`src/rtl/tx_framer_pkg.sv`:
```
package tx_framer_pkg;

    localparam int BYTE_W = 8;
    localparam int CRC_W  = 16;
    localparam int PN_W   = 9;

    localparam logic [BYTE_W-1:0] PREAMBLE_BYTE = 8'hAA;
    localparam logic [CRC_W-1:0]  CRC_POLY      = 16'h8005;
    localparam logic [CRC_W-1:0]  CRC_SEED      = 16'hFFFF;
    localparam logic [PN_W-1:0]   PN_SEED       = 9'h1FF;

    typedef enum logic [2:0] {
        ST_IDLE,
        ST_PRE,
        ST_SYNC,
        ST_PAY,
        ST_CRC,
        ST_UNDER
    } fr_state_e;

    typedef struct packed {
        logic              valid;
        logic              sync_end;
        logic              pkt_end;
        logic [BYTE_W-1:0] data;
    } fr_beat_t;

    function automatic logic [CRC_W-1:0] crc_step_byte(
        input logic [CRC_W-1:0]  cur,
        input logic [BYTE_W-1:0] din
    );
        logic [CRC_W-1:0] c;
        logic             fb;
        c = cur;
        for (int i = BYTE_W - 1; i >= 0; i--) begin
            fb = c[CRC_W-1] ^ din[i];
            c  = {c[CRC_W-2:0], 1'b0};
            if (fb) c = c ^ CRC_POLY;
        end
        return c;
    endfunction

    function automatic logic [PN_W-1:0] pn_step_byte(input logic [PN_W-1:0] cur);
        logic [PN_W-1:0] s;
        s = cur;
        for (int i = 0; i < BYTE_W; i++) begin
            s = {s[0] ^ s[5], s[PN_W-1:1]};
        end
        return s;
    endfunction

endpackage

```
`src/rtl/tx_framer_crc.sv`:
```
module tx_framer_crc
    import tx_framer_pkg::*;
(
    input  logic              clk,
    input  logic              rst,
    input  logic              init,
    input  logic              en,
    input  logic [BYTE_W-1:0] din,
    output logic [CRC_W-1:0]  crc
);

    always_ff @(posedge clk) begin
        if (rst || init) begin
            crc <= CRC_SEED;
        end else if (en) begin
            crc <= crc_step_byte(crc, din);
        end
    end

endmodule

```
`src/rtl/tx_framer_pn9.sv`:
```
module tx_framer_pn9
    import tx_framer_pkg::*;
(
    input  logic              clk,
    input  logic              rst,
    input  logic              seed,
    input  logic              adv,
    output logic [BYTE_W-1:0] mask
);

    logic [PN_W-1:0] lfsr;

    always_ff @(posedge clk) begin
        if (rst || seed) begin
            lfsr <= PN_SEED;
        end else if (adv) begin
            lfsr <= pn_step_byte(lfsr);
        end
    end

    assign mask = lfsr[BYTE_W-1:0];

endmodule

```
`src/rtl/tx_framer_ctrl.sv`:
```
module tx_framer_ctrl
    import tx_framer_pkg::*;
#(
    parameter int PRE_W = 8,
    parameter int LEN_W = 8
) (
    input  logic              clk,
    input  logic              rst,
    input  logic              start,
    input  logic              flush,
    input  logic [PRE_W-1:0]  cfg_preamble_len,
    input  logic [15:0]       cfg_sync_word,
    input  logic              cfg_sync_long,
    input  logic              cfg_var_len,
    input  logic [LEN_W-1:0]  cfg_fixed_len,
    input  logic              cfg_crc_en,
    input  logic              cfg_white_en,
    input  logic              fifo_empty,
    input  logic [BYTE_W-1:0] fifo_rd_data,
    input  logic [CRC_W-1:0]  crc_val,
    input  logic [BYTE_W-1:0] white_mask,
    output logic              fifo_rd,
    output logic              crc_init,
    output logic              crc_en,
    output logic              pn_seed,
    output logic              pn_adv,
    output fr_beat_t          beat,
    output logic              busy,
    output logic              underflow
);

    localparam logic [1:0] SYNC_LAST_SHORT = 2'd1;
    localparam logic [1:0] SYNC_LAST_LONG  = 2'd3;

    fr_state_e         st, st_n;
    logic [PRE_W-1:0]  cnt, cnt_n;
    logic [1:0]        idx, idx_n;
    logic [LEN_W-1:0]  rem, rem_n;
    logic              first, first_n;
    fr_beat_t          beat_n;
    logic              last_pay;
    logic [BYTE_W-1:0] wm;
    logic [1:0]        sync_last;

    assign wm        = cfg_white_en ? white_mask : '0;
    assign sync_last = cfg_sync_long ? SYNC_LAST_LONG : SYNC_LAST_SHORT;

    always_comb begin
        st_n     = st;
        cnt_n    = cnt;
        idx_n    = idx;
        rem_n    = rem;
        first_n  = first;
        beat_n   = '0;
        fifo_rd  = 1'b0;
        crc_init = 1'b0;
        crc_en   = 1'b0;
        pn_seed  = 1'b0;
        pn_adv   = 1'b0;
        last_pay = 1'b0;
        if (flush) begin
            st_n = ST_IDLE;
        end else begin
            unique case (st)
                ST_IDLE: begin
                    if (start) begin
                        st_n  = ST_PRE;
                        cnt_n = '0;
                    end
                end
                ST_PRE: begin
                    beat_n.valid = 1'b1;
                    if (cnt < cfg_preamble_len) begin
                        beat_n.data = PREAMBLE_BYTE;
                        cnt_n       = cnt + 1'b1;
                    end else if (fifo_empty) begin
                        beat_n.data = PREAMBLE_BYTE;
                    end else begin
                        beat_n.data = cfg_sync_word[15:8];
                        idx_n       = 2'd1;
                        st_n        = ST_SYNC;
                    end
                end
                ST_SYNC: begin
                    beat_n.valid = 1'b1;
                    beat_n.data  = idx[0] ? cfg_sync_word[7:0] : cfg_sync_word[15:8];
                    if (idx == sync_last) begin
                        beat_n.sync_end = 1'b1;
                        st_n            = ST_PAY;
                        first_n         = cfg_var_len;
                        rem_n           = cfg_fixed_len;
                        crc_init        = 1'b1;
                        pn_seed         = 1'b1;
                    end else begin
                        idx_n = idx + 2'd1;
                    end
                end
                ST_PAY: begin
                    if (fifo_empty) begin
                        st_n = ST_UNDER;
                    end else begin
                        fifo_rd      = 1'b1;
                        crc_en       = 1'b1;
                        pn_adv       = 1'b1;
                        beat_n.valid = 1'b1;
                        beat_n.data  = fifo_rd_data ^ wm;
                        if (first) begin
                            first_n  = 1'b0;
                            rem_n    = fifo_rd_data;
                            last_pay = (fifo_rd_data == '0);
                        end else begin
                            rem_n    = rem - 1'b1;
                            last_pay = (rem == LEN_W'(1));
                        end
                        if (last_pay) begin
                            if (cfg_crc_en) begin
                                st_n  = ST_CRC;
                                idx_n = 2'd0;
                            end else begin
                                beat_n.pkt_end = 1'b1;
                                st_n           = ST_IDLE;
                            end
                        end
                    end
                end
                ST_CRC: begin
                    pn_adv       = 1'b1;
                    beat_n.valid = 1'b1;
                    beat_n.data  = (idx[0] ? crc_val[7:0] : crc_val[15:8]) ^ wm;
                    if (idx[0]) begin
                        beat_n.pkt_end = 1'b1;
                        st_n           = ST_IDLE;
                    end else begin
                        idx_n = 2'd1;
                    end
                end
                ST_UNDER: begin
                    st_n = ST_UNDER;
                end
                default: st_n = ST_IDLE;
            endcase
        end
    end

    always_ff @(posedge clk) begin
        if (rst) begin
            st    <= ST_IDLE;
            cnt   <= '0;
            idx   <= '0;
            rem   <= '0;
            first <= 1'b0;
            beat  <= '0;
        end else begin
            st    <= st_n;
            cnt   <= cnt_n;
            idx   <= idx_n;
            rem   <= rem_n;
            first <= first_n;
            beat  <= beat_n;
        end
    end

    assign busy      = (st != ST_IDLE);
    assign underflow = (st == ST_UNDER);

endmodule

```
`src/rtl/tx_pkt_framer.sv`:
```
module tx_pkt_framer
    import tx_framer_pkg::*;
#(
    parameter int PRE_W = 8,
    parameter int LEN_W = 8
) (
    input  logic             clk,
    input  logic             rst,
    input  logic             start,
    input  logic             flush,
    input  logic [PRE_W-1:0] cfg_preamble_len,
    input  logic [15:0]      cfg_sync_word,
    input  logic             cfg_sync_long,
    input  logic             cfg_var_len,
    input  logic [LEN_W-1:0] cfg_fixed_len,
    input  logic             cfg_crc_en,
    input  logic             cfg_white_en,
    input  logic             fifo_empty,
    input  logic [7:0]       fifo_rd_data,
    output logic             fifo_rd,
    output logic             out_valid,
    output logic [7:0]       out_data,
    output logic             sync_sent,
    output logic             pkt_done,
    output logic             busy,
    output logic             underflow
);

    logic              crc_init, crc_en, pn_seed, pn_adv;
    logic [CRC_W-1:0]  crc_val;
    logic [BYTE_W-1:0] white_mask;
    fr_beat_t          beat;

    tx_framer_crc u_crc (
        .clk  (clk),
        .rst  (rst),
        .init (crc_init),
        .en   (crc_en),
        .din  (fifo_rd_data),
        .crc  (crc_val)
    );

    tx_framer_pn9 u_pn9 (
        .clk  (clk),
        .rst  (rst),
        .seed (pn_seed),
        .adv  (pn_adv),
        .mask (white_mask)
    );

    tx_framer_ctrl #(
        .PRE_W (PRE_W),
        .LEN_W (LEN_W)
    ) u_ctrl (
        .clk              (clk),
        .rst              (rst),
        .start            (start),
        .flush            (flush),
        .cfg_preamble_len (cfg_preamble_len),
        .cfg_sync_word    (cfg_sync_word),
        .cfg_sync_long    (cfg_sync_long),
        .cfg_var_len      (cfg_var_len),
        .cfg_fixed_len    (cfg_fixed_len),
        .cfg_crc_en       (cfg_crc_en),
        .cfg_white_en     (cfg_white_en),
        .fifo_empty       (fifo_empty),
        .fifo_rd_data     (fifo_rd_data),
        .crc_val          (crc_val),
        .white_mask       (white_mask),
        .fifo_rd          (fifo_rd),
        .crc_init         (crc_init),
        .crc_en           (crc_en),
        .pn_seed          (pn_seed),
        .pn_adv           (pn_adv),
        .beat             (beat),
        .busy             (busy),
        .underflow        (underflow)
    );

    assign out_valid = beat.valid;
    assign out_data  = beat.data;
    assign sync_sent = beat.sync_end;
    assign pkt_done  = beat.pkt_end;

endmodule

```
`config.mk`:
```
export PLATFORM = sky130hd
export DESIGN_NAME = tx_pkt_framer
export DESIGN_NICKNAME = d
export VERILOG_FILES = /design/src/rtl/tx_framer_pkg.sv /design/src/rtl/tx_framer_crc.sv /design/src/rtl/tx_framer_pn9.sv /design/src/rtl/tx_framer_ctrl.sv /design/src/rtl/tx_pkt_framer.sv
export SDC_FILE = /design/constraint.sdc
export NUM_CORES = 1
export LEC_CHECK = 0
export BUFFER_PORTS_ARGS = -buffer_cell sky130_fd_sc_hd__buf_2
export CORE_UTILIZATION = 40
export CTS_CLUSTER_DIAMETER = 50
export DETAILED_ROUTE_END_ITERATION = 8
export PLACE_DENSITY = 0.62
export SETUP_SLACK_MARGIN = 0.02
export SLEW_MARGIN = 20
export SYNTH_ARGS = -nofsm -noshare
export SYNTH_HDL_FRONTEND = slang
export SYNTH_SLANG_ARGS = --single-unit
export TNS_END_PERCENT = 1
```
`constraint.sdc`:
```
create_clock -name clk -period 2.35 [get_ports clk]
set_input_delay 0.5875 -clock clk [delete_from_list [all_inputs] [get_ports clk]]
set_output_delay 0.5875 -clock clk [all_outputs]
set_load 0.005 [all_outputs]
```
### Yosys cells after proc, flatten, opt, wreduce, memory -nomap -nowiden

Cells that the tools add are included.

| word-level totals | value |
|---|---|
| input port bits | 49 |
| register bits after elaboration | 58 |
| word-level logic and storage cells | 150 |
| output and inout port bits | 14 |

| operators by class | value |
|---|---|
| equality and inequality tests | 19 |
| reductions and logical operators | 14 |
| add/sub/neg operators | 3 |
| bitwise operators | 27 |
| magnitude comparators | 1 |
| multiplexer cells | 74 |

Operators by type and width:

| kind | count |
|---|---|
| 16-bit 2-to-1 mux | 22 |
| 8-bit 2-to-1 mux | 10 |
| 8-bit one-hot mux with 2 select lines | 2 |
| 8-bit one-hot mux with 4 select lines | 1 |
| 3-bit 2-to-1 mux | 8 |
| 3-bit NOT | 8 |
| 3-bit one-hot mux with 6 select lines | 1 |
| 1-bit 2-to-1 mux | 16 |
| 2-bit 2-to-1 mux | 8 |
| 1-bit bitwise XOR | 16 |
| 8-bit bitwise XOR | 2 |
| 2-bit inequality test, second input constant | 7 |
| 9-bit 2-to-1 mux | 1 |
| 9-bit AND reduction | 1 |
| 8-bit by 1-bit adder with 8-bit output, second input constant | 1 |
| 8-bit by 1-bit equality test with 1-bit output, second input constant | 1 |
| 8-bit zero test | 1 |
| 8-bit less-than comparator | 1 |
| 2-bit by 1-bit inequality test with 1-bit output, second input constant | 4 |
| 1-bit one-hot mux with 2 select lines | 4 |
| 2-bit one-hot mux with 4 select lines | 1 |
| 4-bit AND reduction | 2 |
| 8-bit AND reduction | 1 |
| 8-bit by 1-bit subtractor with 8-bit output, second input constant | 1 |
| other kinds (15) | 18 |

### Depth between registers and ports, before layout

| depth | value |
|---|---|
| depth in word-level cells | 33 |
| mapped depth | 10 |
| mapped depth without buffers | 9 |

### By module

Synthesis repeated with hierarchy kept, for this count alone.

| second synthesis, totals | value |
|---|---|
| cells, all modules | 468 |
| area, all modules | 3774.9 µm² |

By module, submodules not included:

| module | area an instance (µm²) | cells each | instances | sequential area each (µm²) |
|---|---|---|---|---|
| tx_framer_ctrl | 2516.2 | 328 | 1 | 660.6 |
| tx_framer_crc | 803.3 | 86 | 1 | 320.3 |
| tx_framer_pn9 | 455.4 | 54 | 1 | 180.2 |

### Least setup slack after synthesis

Ideal clock, no wire load.

| timing | value |
|---|---|
| kind | input-to-reg |
| from | input cfg_preamble_len[4] |
| to | register u_ctrl.idx[1] |
| path slack | 0.140 ns |
| data required time | 2.276 ns |
| data arrival time | 2.136 ns |
| path buffers | 1 |
| cell stages on the path | 10 |
| library setup time | 0.074 ns |
| cells stage by stage | inv_1 ha_1 a21oi_1 nor2b_1 o21ai_1 o2111ai_2 and2_0 buf_2 a21bo_1 a31oi_1 |

| on the way | value |
|---|---|
| longest elaborated chain between the ends | 3 |

RTL lines:

| what | line | text |
|---|---|---|
| start, declared | tx_pkt_framer.sv:11 | `input logic [PRE_W-1:0] cfg_preamble_len,` |
| 8-bit less-than comparator | tx_framer_ctrl.sv:73 | `if (cnt < cfg_preamble_len) begin` |
| 2-bit inequality test (no line) | n/a |  |
| 9-bit AND reduction (no line) | n/a |  |
| end signal, assigned | tx_framer_ctrl.sv:156 | `idx <= idx_n;` |
| end, declared | tx_framer_ctrl.sv:37 | `logic [1:0] idx, idx_n;` |

Every way passes these cells.
A chain may end at the register's enable or synchronous reset.

### Worst setup path after layout

| timing | value |
|---|---|
| from | register u_ctrl.st[1] |
| to | output fifo_rd |

| on the way | value |
|---|---|
| longest elaborated chain between the ends | 3 |

RTL lines:

| what | line | text |
|---|---|---|
| start, declared | tx_framer_ctrl.sv:35 | `fr_state_e st, st_n;` |
| start signal, assigned | tx_framer_ctrl.sv:154 | `st <= st_n;` |
| 3-bit by 2-bit equality test with 1-bit output | tx_framer_ctrl.sv:64 | `unique case (st)` |
| 1-bit 2-to-1 mux | tx_framer_ctrl.sv:64 |  |
| 1-bit 2-to-1 mux | tx_framer_ctrl.sv:61 | `if (flush) begin` |
| end, declared | tx_pkt_framer.sv:20 | `output logic fifo_rd,` |

Every way passes these cells.

==> metrics.cfg <==
[grt]
grt_usage_pct = 21.1
grt_pass1_vias = 3224
grt_pass1_wl_um = 16000
overflow = 0
grt_start_max_net_pins = 26
antenna_found_initial = 0

[logic_synthesis]
synth_top_cells_by_count = 58 x dfxtp_1, 55 x nand2_1, 43 x nor2_1, 33 x xnor2_1, 19 x mux2i_1
yosys-top-cells-area = dfxtp_1 32%, xnor2_1 8.0%, nand2_1 5.7%, mux2i_1 5.2%, nor2_1 4.5%
syn_inst = 432
yosys_warnings = 0
yosysTopAreaCellShare_pct = 32.0
synthArstFlopShare_pct = 0
synth_top_cell_by_area = dfxtp_1
synth_edf_count = 0
yosysMostFrequentCell = dfxtp_1
synth.distinct_cells = 55
synth_area_um2 = 3620
avgSynthCellArea_um2 = 8.39
syn_nets = 491
synth_seq_cells = 58
ys_seq_area_share_pct = 32.0
ys.flop_type = dfxtp_1

[floorplanning]
die_x_um = 97.2
dieArea_um2 = 9450
start_util_pct = 41.4
dieHeight_um = 97.2
fp-row-count = 34
core-area_um2 = 8760
io_pins = 63

[cells_and_area]
post-route-util_pct = 50.2
drive_gt1_share_pct = 24.3
area_delta_synth_final_pct = 21.4
n_antenna_cell = 0
final_nets = 568
fin_area_um2 = 4400
fill_cells = 869

[sta]
finalMaxSlewViolations = 0
grt_setup_unrepaired = yes
fin_crit_sh_pct = 94.4
clock_skew_ps = 7.90
max_slew_margin_pct = 58.2
worstMarginPinSlew_ps = 627
setup_viol = 0
fin_crit_ps = 2220
fmax_mhz = 451
setup-tns-final_ps = 0
hold_violations = 0

[critical_path]
required_ps = 1760
crit_path_max_fanout = 7
crit_path_top_delay_cell = or3_4
crit_type = reg2out
cpPeakStageDelay_ps = 420
cp-end-kind = primary output
crit_chain = nor2b_1, nand2_1, or3_4, inv_2, buf_2
crit_arrival_ps = 1630
worst_setup_path_start_kind = flip-flop

[power]
power_density_nw_per_um2 = 535
peakVddDrop_v = 0.000259
power_leakage_nw = 1.92

[clock_network]
clk_latency_ps = 350
numCtsBuffers = 9
cts_setup_buffers = 0
clock-sinks = 58
cts_tree = built
cts.htree.levels = 3
cts_buffer_depth = 2
cts_root_buf = clkbuf_8
clkTransAtPathRegs_ps = 70
hold_buffers = 0

[place]
numPortBuffers = 62
gpl.final_weighted_congestion = 0.838
dp_hpwl_um = 7220
place_area_um2 = 4180

[detailed_routing]
first_pass_iters = 4
wl_met2_um = 4490
drt-vias-per-instance = 5.31
drt-total-wl_um = 9640
highest_layer = met4
wl_per_cell_um = 15.5
drc = 0
routed-wl-met3_um = 448
wl_met1_um = 4570
drtAntennaViolNets = 0
drtIter0Drc = 137
vias = 3301

[flow_run]
maxCapViolations = 0

[hold_path]
min_path_type = in2reg

[outcome]
status = completed

## stage by stage
stage	setup WS, ps	hold slack, ps	total power, mW	instances
5_1_grt	-29.6	504	2.44	622
2_1_floorplan	140	460	1.21	432
4_1_cts	55.2	477	2.37	622
6_report	132	478	2.36	622
3_3_place_gp	-45.2	474	1.32	606
3_5_place_dp	-121	483	1.32	606
## area by class of cell
cell class              instances  area (um2)  area share, %
clock buffers                  11         141           3.21
clock inverters                 5        77.6           1.76
inverters                      17        63.8           1.45
multi-input cells             335        2320           52.6
flip-flops and latches         58        1160           26.4
well taps                     108         135           3.07
repair buffers                 88         505           11.5
## registers in the layout, summed over array words and instances, names as in the netlist
register      flops
u_crc.crc        16
u_ctrl.beat      11
u_pn9.lfsr        9
u_ctrl.cnt        8
u_ctrl.rem        8
u_ctrl.st         3
u_ctrl.idx        2
u_ctrl.first      1
## worst paths after layout
| kind | start | cells past startpoint | endpoint | slack [ps] |
|---|---|---|---|---|
| worst max-delay path | u_ctrl.st[1] | 5 | fifo_rd | 130 |
| worst min-delay path | cfg_var_len | 3 | u_ctrl.first | 480 |
| worst max register to register | u_ctrl.cnt[1] | 7 | u_ctrl.cnt[5] | 210 |
| worst min register to register | u_crc.crc[5] | 2 | u_crc.crc[13] | 500 |
## timing repair
| item | in CTS | in global routing |
|---|---|---|
| gates cloned | 0 | 0 |
| resized for setup | 1 | 2 |
| setup endpoints to repair | 1 | 11 |
## kinds of logic (layout without fill, tap and decap cells)
kind of cell / Yosys count / count (layout) / synth area share, %
compound gates: 93 / 93 / 18.2
flops: 58 / 58 / 32.0
mux: 20 / 20 / 5.56
simple gates: 153 / 153 / 19.5
fa+ha+maj: 10 / 10 / 3.45
buf+inv: 39 / 121 / 4.21
xor+xnor: 59 / 59 / 17.1
## placed cells by master (no fill, tap or decap), drive strengths merged, types with 3 or more instances in the layout
cell | Yosys | routed
xor2 | 19 | 19
o21ai | 16 | 16
a211oi | 10 | 10
dfxtp | 58 | 58
mux2i | 19 | 19
nor3 | 8 | 8
or3 | 6 | 6
inv | 17 | 17
a221oi | 5 | 5
buf | 5 | 88
nand3b | 3 | 3
clkbuf | 17 | 11
nor2 | 44 | 44
a21oi | 16 | 16
nand2 | 55 | 55
ha | 10 | 10
xnor2 | 39 | 39
nand3 | 18 | 18
nor3b | 3 | 3
nor4 | 4 | 4
a222oi | 4 | 4
o22ai | 4 | 4
a31oi | 10 | 10
o211ai | 14 | 14
## power by group
| part | switching, mW | leakage, nW | internal (mW) | total (mW) |
|---|---|---|---|---|
| logic | 0.159 | 1.34 | 0.146 | 0.304 |
| clock network | 0.431 | 0.109 | 0.623 | 1.05 |
| registers | 0.0105 | 0.469 | 0.988 | 0.999 |
## routing by layer
metal | vias up | track usage (%)
li1 | 1677 | -
met1 | 1524 | 27.5
met2 | 87 | 34.7
met3 | 13 | 4.53
met4 | 0 | 6.54
met5 | - | 0
## critical path, delay by kind of cell, from the launching register on
family,cells,cell delay (ps)
AND/OR/NAND/NOR,3,790
flip-flops,1,330
buffers and inverters,2,170
Note: power is estimated with default switching activity, not from simulation.
